$ cat config.mk
export PLATFORM = sky130hd
export DESIGN_NAME = fetch_thread_sel
export DESIGN_NICKNAME = d
export VERILOG_FILES = /design/src/rtl/fsel_pkg.sv /design/src/rtl/fsel_elig.sv /design/src/rtl/fsel_min_pick.sv /design/src/rtl/fsel_rr_order.sv /design/src/rtl/fetch_thread_sel.sv
export SDC_FILE = /design/constraint.sdc
export NUM_CORES = 1
export LEC_CHECK = 0
export ABC_AREA = 0
export BUFFER_PORTS_ARGS = -buffer_cell sky130_fd_sc_hd__buf_2
export CAP_MARGIN = 40
export CORE_ASPECT_RATIO = 1.1
export CORE_MARGIN = 2
export CORE_UTILIZATION = 45
export CTS_BUF_LIST = sky130_fd_sc_hd__clkbuf_16
export CTS_CLUSTER_DIAMETER = 40
export DETAILED_ROUTE_END_ITERATION = 10
export PLACE_DENSITY_LB_ADDON = 0.1
export SYNTH_ARGS = -nofsm -noshare
export SYNTH_HDL_FRONTEND = slang
export SYNTH_SLANG_ARGS = --single-unit
$ cat constraint.sdc
create_clock -name clk -period 21.3 [get_ports clk]
set_input_delay 4.26 -clock clk [delete_from_list [all_inputs] [get_ports clk]]
set_output_delay 4.26 -clock clk [all_outputs]
set_load 0.005 [all_outputs]
$ cat src/rtl/fsel_pkg.sv
package fsel_pkg;

  localparam logic [2:0] ST_RUN     = 3'd0;
  localparam logic [2:0] ST_IDLE    = 3'd1;
  localparam logic [2:0] ST_SQUASH  = 3'd2;
  localparam logic [2:0] ST_BLOCKED = 3'd3;
  localparam logic [2:0] ST_FILLED  = 3'd4;
  localparam logic [2:0] ST_WAITRSP = 3'd5;
  localparam logic [2:0] ST_WAITRTY = 3'd6;
  localparam logic [2:0] ST_TRAP    = 3'd7;

  localparam logic [1:0] POL_FIXED  = 2'd0;
  localparam logic [1:0] POL_ROTATE = 2'd1;
  localparam logic [1:0] POL_IQ     = 2'd2;
  localparam logic [1:0] POL_LSQ    = 2'd3;

  // A thread may fetch only from these status codes.
  function automatic logic can_fetch(input logic [2:0] st);
    return (st == ST_RUN) || (st == ST_IDLE) || (st == ST_FILLED);
  endfunction

endpackage

$ cat src/rtl/fsel_elig.sv
module fsel_elig
  import fsel_pkg::*;
#(
  parameter int NT    = 4,
  parameter int CNT_W = 3
) (
  input  logic [NT*3-1:0]  status_i,
  input  logic [NT-1:0]    active_i,
  input  logic [CNT_W-1:0] thr_cnt_i,
  output logic [NT-1:0]    ready_o,
  output logic [NT-1:0]    elig_o
);
  for (genvar t = 0; t < NT; t++) begin : g_thr
    assign ready_o[t] = active_i[t] && can_fetch(status_i[3*t +: 3]);
    assign elig_o[t]  = ready_o[t] && (CNT_W'(t) < thr_cnt_i);
  end
endmodule

$ cat src/rtl/fsel_min_pick.sv
module fsel_min_pick #(
  parameter int NT = 4,
  parameter int CW = 4,
  parameter int IW = 2
) (
  input  logic [NT-1:0]    elig_i,
  input  logic [NT*CW-1:0] cnt_i,
  output logic [IW-1:0]    tid_o,
  output logic             valid_o
);
  logic [CW-1:0] best_cnt;
  logic [NT-1:0] not_below;

  always_comb begin
    valid_o  = 1'b0;
    tid_o    = '0;
    best_cnt = '0;
    for (int t = 0; t < NT; t++) begin
      // strict compare keeps the lowest index on a tie
      if (elig_i[t] && (!valid_o || cnt_i[CW*t +: CW] < best_cnt)) begin
        valid_o  = 1'b1;
        tid_o    = IW'(t);
        best_cnt = cnt_i[CW*t +: CW];
      end
    end
  end

  for (genvar t = 0; t < NT; t++) begin : g_cmp
    assign not_below[t] = !elig_i[t] || (cnt_i[CW*t +: CW] >= best_cnt);
  end


  always_comb begin
    min_count_chk: assert (!valid_o || (&not_below && elig_i[tid_o]));
  end
endmodule

$ cat src/rtl/fsel_rr_order.sv
module fsel_rr_order #(
  parameter int NT = 4,
  parameter int IW = 2
) (
  input  logic          clk,
  input  logic          rst_n,
  input  logic [NT-1:0] elig_i,
  input  logic          advance_i,
  output logic [IW-1:0] tid_o,
  output logic          valid_o
);
  logic [NT*IW-1:0] order_q, order_d;
  logic [IW-1:0]    hit_pos;
  logic [NT-1:0]    seen;

  // scan from the head for the first eligible entry
  always_comb begin
    valid_o = 1'b0;
    tid_o   = '0;
    hit_pos = '0;
    for (int p = 0; p < NT; p++) begin
      if (!valid_o && elig_i[order_q[IW*p +: IW]]) begin
        valid_o = 1'b1;
        tid_o   = order_q[IW*p +: IW];
        hit_pos = IW'(p);
      end
    end
  end

  // winner goes to the tail, entries behind it shift forward
  always_comb begin
    order_d = order_q;
    for (int p = 0; p < NT - 1; p++) begin
      if (IW'(p) >= hit_pos) order_d[IW*p +: IW] = order_q[IW*(p+1) +: IW];
    end
    order_d[IW*(NT-1) +: IW] = tid_o;
  end

  always_ff @(posedge clk or negedge rst_n) begin
    if (!rst_n) begin
      for (int p = 0; p < NT; p++) order_q[IW*p +: IW] <= IW'(p);
    end else if (advance_i && valid_o) begin
      order_q <= order_d;
    end
  end

  always_comb begin
    seen = '0;
    for (int p = 0; p < NT; p++) seen[order_q[IW*p +: IW]] = 1'b1;
  end


  perm_chk: assert property (@(posedge clk) disable iff (!rst_n)
    $countones(seen) == NT);

  tail_chk: assert property (@(posedge clk) disable iff (!rst_n)
    (advance_i && valid_o) |=> order_q[IW*(NT-1) +: IW] == $past(tid_o));

  hold_chk: assert property (@(posedge clk) disable iff (!rst_n)
    !(advance_i && valid_o) |=> $stable(order_q));
endmodule

$ cat src/rtl/fetch_thread_sel.sv
module fetch_thread_sel
  import fsel_pkg::*;
#(
  parameter int NT    = 4,
  parameter int CW    = 4,
  localparam int IW    = (NT > 1) ? $clog2(NT) : 1,
  localparam int CNT_W = $clog2(NT + 1)
) (
  input  logic             clk,
  input  logic             rst_n,
  input  logic [1:0]       policy_i,
  input  logic [CNT_W-1:0] thr_cnt_i,
  input  logic [NT*3-1:0]  status_i,
  input  logic [NT-1:0]    active_i,
  input  logic [NT*CW-1:0] iq_cnt_i,
  input  logic [NT*CW-1:0] lsq_cnt_i,
  input  logic             grant_i,
  output logic [IW-1:0]    sel_tid_o,
  output logic             sel_valid_o
);
  logic [NT-1:0] ready, elig;
  logic          multi, fixed_mode, rr_advance;
  logic [IW-1:0] rr_tid, iq_tid, lsq_tid, first_tid;
  logic          rr_valid, iq_valid, lsq_valid, first_any;

  assign multi      = thr_cnt_i > CNT_W'(1);
  assign fixed_mode = multi && (policy_i == POL_FIXED);
  assign rr_advance = grant_i && multi && (policy_i == POL_ROTATE);

  fsel_elig #(.NT(NT), .CNT_W(CNT_W)) i_elig (
    .status_i (status_i),
    .active_i (active_i),
    .thr_cnt_i(thr_cnt_i),
    .ready_o  (ready),
    .elig_o   (elig)
  );

  fsel_rr_order #(.NT(NT), .IW(IW)) i_rr (
    .clk      (clk),
    .rst_n    (rst_n),
    .elig_i   (elig),
    .advance_i(rr_advance),
    .tid_o    (rr_tid),
    .valid_o  (rr_valid)
  );

  fsel_min_pick #(.NT(NT), .CW(CW), .IW(IW)) i_iq (
    .elig_i (elig),
    .cnt_i  (iq_cnt_i),
    .tid_o  (iq_tid),
    .valid_o(iq_valid)
  );

  fsel_min_pick #(.NT(NT), .CW(CW), .IW(IW)) i_lsq (
    .elig_i (elig),
    .cnt_i  (lsq_cnt_i),
    .tid_o  (lsq_tid),
    .valid_o(lsq_valid)
  );

  // lowest-index active thread for the single-thread configuration
  always_comb begin
    first_any = 1'b0;
    first_tid = '0;
    for (int t = NT - 1; t >= 0; t--) begin
      if (active_i[t]) begin
        first_any = 1'b1;
        first_tid = IW'(t);
      end
    end
  end

  always_comb begin
    sel_valid_o = 1'b0;
    sel_tid_o   = '0;
    if (!multi) begin
      sel_valid_o = first_any && ready[first_tid];
      sel_tid_o   = sel_valid_o ? first_tid : '0;
    end else begin
      unique case (policy_i)
        POL_FIXED:  begin sel_valid_o = 1'b1;      sel_tid_o = '0;      end
        POL_ROTATE: begin sel_valid_o = rr_valid;  sel_tid_o = rr_tid;  end
        POL_IQ:     begin sel_valid_o = iq_valid;  sel_tid_o = iq_tid;  end
        default:    begin sel_valid_o = lsq_valid; sel_tid_o = lsq_tid; end
      endcase
    end
  end


  elig_out_chk: assert property (@(posedge clk) disable iff (!rst_n)
    (sel_valid_o && multi && !fixed_mode) |-> elig[sel_tid_o]);

  none_chk: assert property (@(posedge clk) disable iff (!rst_n)
    (multi && !fixed_mode && !(|elig)) |-> (!sel_valid_o && sel_tid_o == '0));

  fixed_chk: assert property (@(posedge clk) disable iff (!rst_n)
    fixed_mode |-> (sel_valid_o && sel_tid_o == '0));

  one_thr_chk: assert property (@(posedge clk) disable iff (!rst_n)
    (!multi && sel_valid_o) |-> (active_i[sel_tid_o] && ready[sel_tid_o]));
endmodule

Word-level counts from Yosys, hierarchy flattened --
Cells that the tools add are included.
Word-level totals: output and inout bits 3, register bits after elaboration 8, input bits 56, logic and storage cells 137
Cells by class: reductions and logical operators 51, equality and inequality tests 10, multiplexer cells 53, magnitude comparators 19
Operator list (count):
- $mux 2 | 16
- $lt 4x4->1 | 6
- $mux 1 | 24
- $mux 4 | 6
- $logic_and 1x1->1 | 21
- $lt 2x3->1 const B | 5
- $logic_or 1x1->1 | 14
- $eq 3x1->1 const B | 4
- $eq 3x3->1 const B | 4
- $logic_not 3->1 | 4
- $bmux 1 s2 | 5
- $logic_not 1->1 | 8
- $lt 1x3->1 const A | 2
- $lt 2x3->1 const A | 2
- $pmux 2 s3 | 1
- $reduce_and 2->1 | 3
- $ge 1x2->1 const A | 2
- $gt 3x1->1 const B | 1
- $pmux 1 s3 | 1
- $eq 2x1->1 const B | 1
- $eq 2x2->1 const B | 1
- $ge 2x2->1 const A | 1
- $logic_not 2->1 | 1

Depth between registers and ports, before layout --
Gate-level depths: netlist (run 1).
depth after elaboration 20, depth in mapped cells 28, depth with buffers taken out 24

By module --
Synthesis (run 1) repeated with hierarchy kept, for this count alone.
Unflattened totals: cells, all modules 221, area, all modules 1839.3 um2
By module, submodules not included:
- fsel_min_pick | cells an instance 64, area each 480.5 um2, times used 2
- fsel_rr_order | cells an instance 52, area each 569.3 um2, times used 1
- fetch_thread_sel | cells an instance 25, area each 186.4 um2, times used 1
- fsel_elig | cells an instance 16, area each 122.6 um2, times used 1

Worst setup path before layout (run 1) --
Ideal clock, no wire load.
kind input to output, from input port active_i[0], to output port sel_tid_o[1], arrival 9397 ps, slack 7643 ps, stages 26, cells stage by stage nor2b_1 and3_4 buf_6 clkbuf_1 clkbuf_1 nand2_1 ha_1 or2_2 a21oi_1 o31ai_1 nor2_1 a31oi_1 ha_1 a21o_1 a21oi_1 a21oi_1 a211o_1 nand2_1 o21ai_0 ha_1 a21o_1 a2111oi_0 a32oi_1 nor2_1 a31oi_1 o2111ai_1
On the way: cells in the longest elaborated chain, start to end 17, elaborated cells on any way between the ends 69, those cells by class order compare: 6; mux: 37; reduce/logical: 26
Ends and longest elaborated chain:
- start, declared | line fetch_thread_sel.sv:14 | input logic [NT-1:0] active_i,
- $logic_and 1x1->1 | line fsel_elig.sv:14 | assign ready_o[t] = active_i[t] && can_fetch(status_i[3*t +: 3]);
- $logic_and 1x1->1 | line fsel_elig.sv:15 | assign elig_o[t] = ready_o[t] && (CNT_W'(t) < thr_cnt_i);
- $mux 4 / $mux 1 (equally long branches) | line fsel_min_pick.sv:20 | if (elig_i[t] && (!valid_o || cnt_i[CW*t +: CW] < best_cnt)) begin
- $lt 4x4->1 / $logic_not 1->1 (equally long branches) | line fsel_min_pick.sv:20
- $logic_or 1x1->1 | line fsel_min_pick.sv:20
- $logic_and 1x1->1 | line fsel_min_pick.sv:20
- $mux 4 / $mux 1 (equally long branches) | line fsel_min_pick.sv:20
- $lt 4x4->1 / $logic_not 1->1 (equally long branches) | line fsel_min_pick.sv:20
- $logic_or 1x1->1 | line fsel_min_pick.sv:20
- $logic_and 1x1->1 | line fsel_min_pick.sv:20
- $mux 4 / $mux 1 (equally long branches) | line fsel_min_pick.sv:20
- $lt 4x4->1 / $logic_not 1->1 (equally long branches) | line fsel_min_pick.sv:20
- $logic_or 1x1->1 | line fsel_min_pick.sv:20
- $logic_and 1x1->1 | line fsel_min_pick.sv:20
- $mux 2 | line fsel_min_pick.sv:20
- $pmux 2 s3 | line fetch_thread_sel.sv:80 | unique case (policy_i)
- $mux 2 (*) | line fetch_thread_sel.sv:76 | if (!multi) begin
- end, declared | line fetch_thread_sel.sv:18 | output logic [IW-1:0] sel_tid_o,
Mark *: on every way between the ends. The rest lies on a longest branch, timed or not. The select of a mux whose other input is x is not followed.

Final worst setup path (run 1) --
Same ends and word-level chain as after synthesis.

==> summary.md, run 1 <==
| Metric | Value |
|---|---|
| Status | `complete, no violations` |
| Die width | `~64 µm` |
| PD cells | `55.74 mW/mm²` |
| Setup TNS | `0 ps` |
| Max-cap violation count | `0` |
| Drt drc | `0` |
| Distinct cells, synth | `58` |
| Num CTS Buffers | `3` |
| Hold_ws | `roughly 550 ps` |
| Vias in the first global route | `about 1900` |
| Peak supply drop | `between 0.05 and 0.06 mV` |
| Async SR Flop Fraction | `100.0%` |
| Largest net degree at the start of global routing | `25` |
| Initial core utilization | `a little under half` |
| F_max | `0.07068 GHz` |
| Unrepaired setup endpoints after global routing | `false` |
| Sequential fraction of the synthesis area | `between 10 and 15%` |
| TritonCTS clock tree | `done` |
| Yosys top cell by area | `ha_1` |
| Die Y | `69.69 µm` |
| Layout cell share with drive strength beyond 1 | `27.12%` |
| Pins over their slew limit | `0` |
| Worst setup path class | `input pin to output pin` |
| WL per Instance | `between 10 and 15 µm` |
| Post-synthesis compound-gate area fraction | `30.33%` |
| Clock skew | `~2.6 ps` |
| CP Buf/Inv Count | `2` |
| Drt first pass iters | `5` |
| Antenna diodes | `0` |
| Initial DRC count | `between 80 and 90` |
| Crit-path max FO | `24` |
| Slowest stage delay, CP | `790 ps` |
| Synthesis Warnings | `0` |
| EDFF count, synth | `0` |
| Top reg by flops | `i_rr.order_q` |
| Synthesized area | `0.001765 mm²` |
| Dpl cell area | `approximately 0.0021 mm²` |
| Post-route ant nets | `0` |
| Simple-gate share of the synthesized area | `30.55%` |
| WP data required | `between 15000 and 20000 ps` |
| Startpoint class of the critical path | `input pin` |
| Worst R2R End | `i_rr.order_q[6]` |
| Hold bufs inserted after CTS | `0` |
| IO Port Bufs | `just under 60` |
| CTS Buffer Depth | `2` |
| Final clock period utilization by the worst path | `66.42%` |
| Minimum clock period | `14150 ps` |
| Path depth of the worst reg2reg path | `7` |
| Worst-path clk slew | `around 30 ps` |
| Top-count cell post-synth | `nand2_1` |
| Total Routing Usage GR | `between 20% and 30%` |
| Worst r2r src | `i_rr.order_q[3]` |
| Largest family of logic cells by synthesized area | `simple AND/OR/NAND/NOR gates` |
| Design area | `about 0.0021 mm²` |
| Syn Area/Cell | `7.325 µm²` |
| Leakage | `0.9708 nW` |
| Max transition margin | `40.35%` |
| Mux cell area share after synthesis | `under 10%` |
| First-pass GRT wire length | `8.183 mm` |
| WL final | `4.901 mm` |
| Slowest CP cell | `a2111oi_0` |
| Top Family by Delay on Critical Path | `compound AO/OA/AOI/OAI gates` |
| Clock sinks | `8` |
| Rows | `23` |
| Nets | `between 300 and 400` |
| Top post-synthesis cells by area | `ha_1 13%, dfstp_2 6.0%, nand2_1 6.0%` |
| HPWL after DPL | `3.960 mm` |
| P&R area growth vs syn | `21.40%` |
| Adder-cell share of the synthesized area | `between 10% and 20%` |
| I/O pins | `59` |
| Mapped Nets | `315` |
| Final Hold Viols | `0` |
| Initial antenna violation count | `0` |
| CTS HTree Levels | `1` |
| Post-CTS setup buffers | `0` |
| Worst hold start | `i_rr.order_q[7]` |
| Top cells by instance count after synthesis | `28 x nand2_1, 18 x ha_1, 17 x a21oi_1, 17 x nor2_1, 16 x o21ai_0` |
| PostCTS Resize Cnt | `0` |
| Critical Path Sink Type | `output pin` |
| CTS root buf | `clkbuf_16` |
| Final Setup Violations | `0` |
| Largest regs | `i_rr.order_q x8` |
| Synth Flop Type | `dfstp_2` |
| Placeable Area | `~0.0037 mm²` |
| Routability Congestion | `between 0.8 and 0.9` |
| Clock latency on the worst-skew pair | `approximately 230 ps` |
| Worst min-delay path category | `flip-flop to flip-flop` |
| GR Overflow Total | `0` |
| Cells after Synth | `around 240` |
| Share of the synthesized area in the top cell type | `between 10% and 20%` |
| Reg2Reg Setup Slack | `between 15000 and 20000 ps` |
| Slew @ Worst Pin | `~870 ps` |
| Die area | `0.004441 mm²` |
| DR vias/cell | `about 5.9` |
| Yosys reg bits | `8` |
| Largest register FFs | `8` |
| Via total after detailed routing | `between 2000 and 2500` |
| Signal arrival time at the worst endpoint | `slightly below 10000 ps` |
| XOR/XNOR Fraction of Synth Area | `0%` |
| Hold endpoint | `i_rr.order_q[7]` |
| Hold Crit Depth | `2` |
cells in the final DEF, fill, tap and decap left out, types with 3 or more instances in the layout:
cell type	instances
mux2i_1	5
o31ai_1	3
and3_1	6
a21o_1	5
nand4b_1	4
buf_2	58
ha_1	18
inv_1	16
o21ai_0	16
mux2_2	6
nand2b_1	4
nor2_1	17
dfrtp_1	4
a2111oi_0	3
nand3_1	9
a31oi_1	10
nand2_1	28
dfstp_2	4
nor2b_1	5
nand4_1	5
a21oi_1	17
clkbuf_16	3
stage by stage:
step / worst slack, ps / instances / utilization, % / total power [mW]
after floorplan: 7643 / 241 / - / 0.06972
after global placement: 7345 / 341 / 55.61 / 0.08754
after detailed placement: 7187 / 341 / 55.61 / 0.08733
after CTS: 7159 / 345 / 57.74 / 0.1197
after global routing: 6598 / 345 / 57.74 / 0.1294
final: 7152 / 345 / 57.74 / 0.1195
cell families after synthesis:
family	after synthesis
adders and majority gates	19
and+or+nand+nor	99
muxes	12
buffers and inverters	23
DFF	8
AOI/OAI and AO/OA	80
layer usage:
metal  part of all wire (%)  routed length, µm  global-route usage (%)  vias up
met5                      0                  0                       0        -
met4                    1.2                 57                   7.729        0
met3                    5.7                281                   2.435        7
met2                     50               2453                   40.47       62
met1                     43               2108                   27.78      933
li1                       -                  -                       -     1035
worst max-delay path by stage:
stage,startpoint,end,depth (start not counted),slack (ps)
2_1_floorplan,active_i[0],sel_tid_o[1],26,7640
3_3_place_gp,active_i[0],sel_tid_o[1],23,7350
3_5_place_dp,active_i[0],sel_tid_o[1],25,7190
4_1_cts,active_i[0],sel_tid_o[1],25,7160
5_1_grt,active_i[0],sel_tid_o[1],25,6600
6_report,active_i[0],sel_tid_o[1],25,7150
worst register-to-register path, cell delays in order (launching register included):
cell      delay [ps]
dfrtp_1          360
inv_1            110
maj3_1           340
o22a_1           210
or4_1            630
nor3b_2          290
nand2b_1         170
mux2_2           330
report_power, final:
part	internal, mW	leakage, nW	switching [mW]
combinational	0.0268	0.835	0.0302
clock	0.0244	0.0423	0.00708
sequential	0.0235	0.0935	0.00758
total	0.0747	0.971	0.0448
layout make-up:
class | count | area, µm²
inverters | 15 | 56.30
well taps | 50 | 62.56
repair buffers | 58 | 290.3
fillers | 370 | 1569
multi-input cells | 210 | 1450
clock buffers | 3 | 75.07
clock inverters | 1 | 3.754
flip-flops and latches | 8 | 205.2
Note: power is estimated with default switching activity, not from simulation.
==> inputs of run 2 (changes only) <==
==> constraint.sdc (replaced) <==
create_clock -name clk -period 13.9 [get_ports clk]
set_input_delay 2.78 -clock clk [delete_from_list [all_inputs] [get_ports clk]]
set_output_delay 2.78 -clock clk [all_outputs]
set_load 0.005 [all_outputs]
==> summary.md, run 2 (synthesized netlist as in run 1, its figures left out) <==
| Metric | Value |
|---|---|
| Status | `complete, no violations` |
| Nets | `370` |
| Rows | `23` |
| Die Y | `69.69 µm` |
| Worst setup path class | `input pin to output pin` |
| Hold Crit Depth | `2` |
| Top reg by flops | `i_rr.order_q` |
| Clock latency on the worst-skew pair | `230 ps` |
| Initial antenna violation count | `0` |
| PostCTS Resize Cnt | `0` |
| Worst R2R End | `i_rr.order_q[6]` |
| Via total after detailed routing | `a little over 2000` |
| Largest register FFs | `8` |
| DR vias/cell | `roughly 6.0` |
| Layout cell share with drive strength beyond 1 | `27.12%` |
| Max-cap violation count | `0` |
| FILL cells | `roughly 370` |
| WL final | `between 4 and 5 mm` |
| Largest regs | `i_rr.order_q x8` |
| Routability Congestion | `approximately 0.9` |
| Total Routing Usage GR | `22.44%` |
| Drt drc | `0` |
| IO Port Bufs | `58` |
| Die width | `between 60 and 70 µm` |
| PD cells | `85.40 mW/mm²` |
| Commonest non-fill, non-tap cell in the layout | `buf_2` |
| Minimum clock period | `11180 ps` |
| Post-route ant nets | `0` |
| Worst min-delay path category | `flip-flop to flip-flop` |
| Final Hold Viols | `0` |
| Path depth of the worst reg2reg path | `7` |
| Hold bufs inserted after CTS | `0` |
| Util after Layout | `approximately 58%` |
| Largest net degree at the start of global routing | `25` |
| WL met2 | `roughly 2.5 mm` |
| P&R area growth vs syn | `21.40%` |
| Final worst slack | `approximately 2700 ps` |
| CTS Buffer Depth | `2` |
| Critical Path Sink Type | `output pin` |
| Pins over their slew limit | `0` |
| Final Setup Violations | `0` |
| WL per Instance | `roughly 14 µm` |
| Crit-path max FO | `24` |
| Crit path from | `active_i[0]` |
| Num CTS Buffers | `3` |
| Design area | `around 0.0021 mm²` |
| Top layer in use | `met4` |
| Placeable Area | `around 0.0037 mm²` |
| Worst r2r src | `i_rr.order_q[3]` |
| CTS HTree Levels | `1` |
| Vias in the first global route | `about 1800` |
| Signal arrival time at the worst endpoint | `between 8000 and 9000 ps` |
| Post-CTS setup buffers | `0` |
| Die area | `about 0.0044 mm²` |
| Drt first pass iters | `4` |
| I/O pins | `slightly below 60` |
| Worst-path clk slew | `approximately 30 ps` |
| Met3 wire length | `between 200 and 250 µm` |
| Setup TNS | `0 ps` |
| Startpoint class of the critical path | `input pin` |
| Leakage | `0.9708 nW` |
| Met1 Wirelength | `between 2 and 2.5 mm` |
| Slew @ Worst Pin | `roughly 880 ps` |
| Multi-input gate area | `approximately 0.0015 mm²` |
| Initial DRC count | `140` |
| GR Overflow Total | `0` |
| Flip-flop and latch area | `205.2 µm²` |
| F_max | `~0.089 GHz` |
| Final clock period utilization by the worst path | `between 80 and 90%` |
| Peak supply drop | `0.08315 mV` |
| Clock sinks | `8` |
| Antenna diodes | `0` |
| Max transition margin | `roughly two fifths` |
| Place WS | `2754 ps` |
| Unrepaired setup endpoints after global routing | `false` |
| Hold endpoint | `i_rr.order_q[7]` |
| WP data required | `roughly 11000 ps` |
| Dpl cell area | `just over 0.002 mm²` |
| Worst hold start | `i_rr.order_q[7]` |
| Clock skew | `~2.3 ps` |
| Most frequent cells in the layout | `58 x buf_2, 28 x nand2_1, 18 x ha_1` |
| Initial core utilization | `between 40% and 50%` |
| CTS root buf | `clkbuf_16` |
| Reg2Reg Setup Slack | `around 11000 ps` |
| TritonCTS clock tree | `done` |
| HPWL after DPL | `3.945 mm` |
| First-pass GRT wire length | `roughly 8.1 mm` |
==> run 2: area by class of cell <==
cell class / instances / area share (%)
Clock inverter: 1 / 0.1751
Multi-Input combinational cell: 210 / 67.66
Tap cell: 50 / 2.919
Timing Repair Buffer: 58 / 13.54
Sequential cell: 8 / 9.574
Clock buffer: 3 / 3.503
Inverter: 15 / 2.627
==> run 2: worst max-delay path by stage <==
stage,to,slack [ps],cells past startpoint
after floorplan,sel_tid_o[1],3200,26
after global placement,sel_tid_o[1],2910,23
after detailed placement,sel_tid_o[1],2750,25
after CTS,sel_tid_o[1],2730,25
after global routing,sel_tid_o[1],2190,25
final,sel_tid_o[1],2720,23
==> run 2: per-stage QoR <==
step                      hold WS [ps]  std cells  power, mW
final                            548.2        345     0.1830
after global routing             612.9        345     0.1984
after CTS                        552.0        345     0.1836
after detailed placement         546.6        341     0.1340
after global placement           544.1        341     0.1341
after floorplan                  504.1        241     0.1068
==> run 2: metal layers <==
metal	vias up	track usage [%]
met4	0	7.488
met5	-	0
li1	1039	-
met1	958	28.08
met3	9	1.461
met2	65	40.23
==> run 2: worst max-delay path: stages <==
cell and delay, ps:
buf_2 120, nor2b_1 310, and3_4 430, nand2_1 90, ha_1 290, a2111oi_0 500
o31ai_1 280, a31oi_1 300, ha_1 290, a21o_1 180, a21oi_1 200, a21oi_1 60
a211o_1 330, nand2_1 80, o21ai_0 80, ha_1 290, a21o_1 170, a2111oi_0 800
a32oi_1 260, nor2_1 150, a31oi_1 50, o2111ai_1 200, buf_2 150
==> run 2: report_power, final <==
group	total, mW	leakage [nW]	switching, mW	internal (mW)
registers	0.0475	0.0935	0.0115	0.0360
clock network	0.0481	0.0423	0.0107	0.0374
logic	0.0874	0.835	0.0464	0.0410
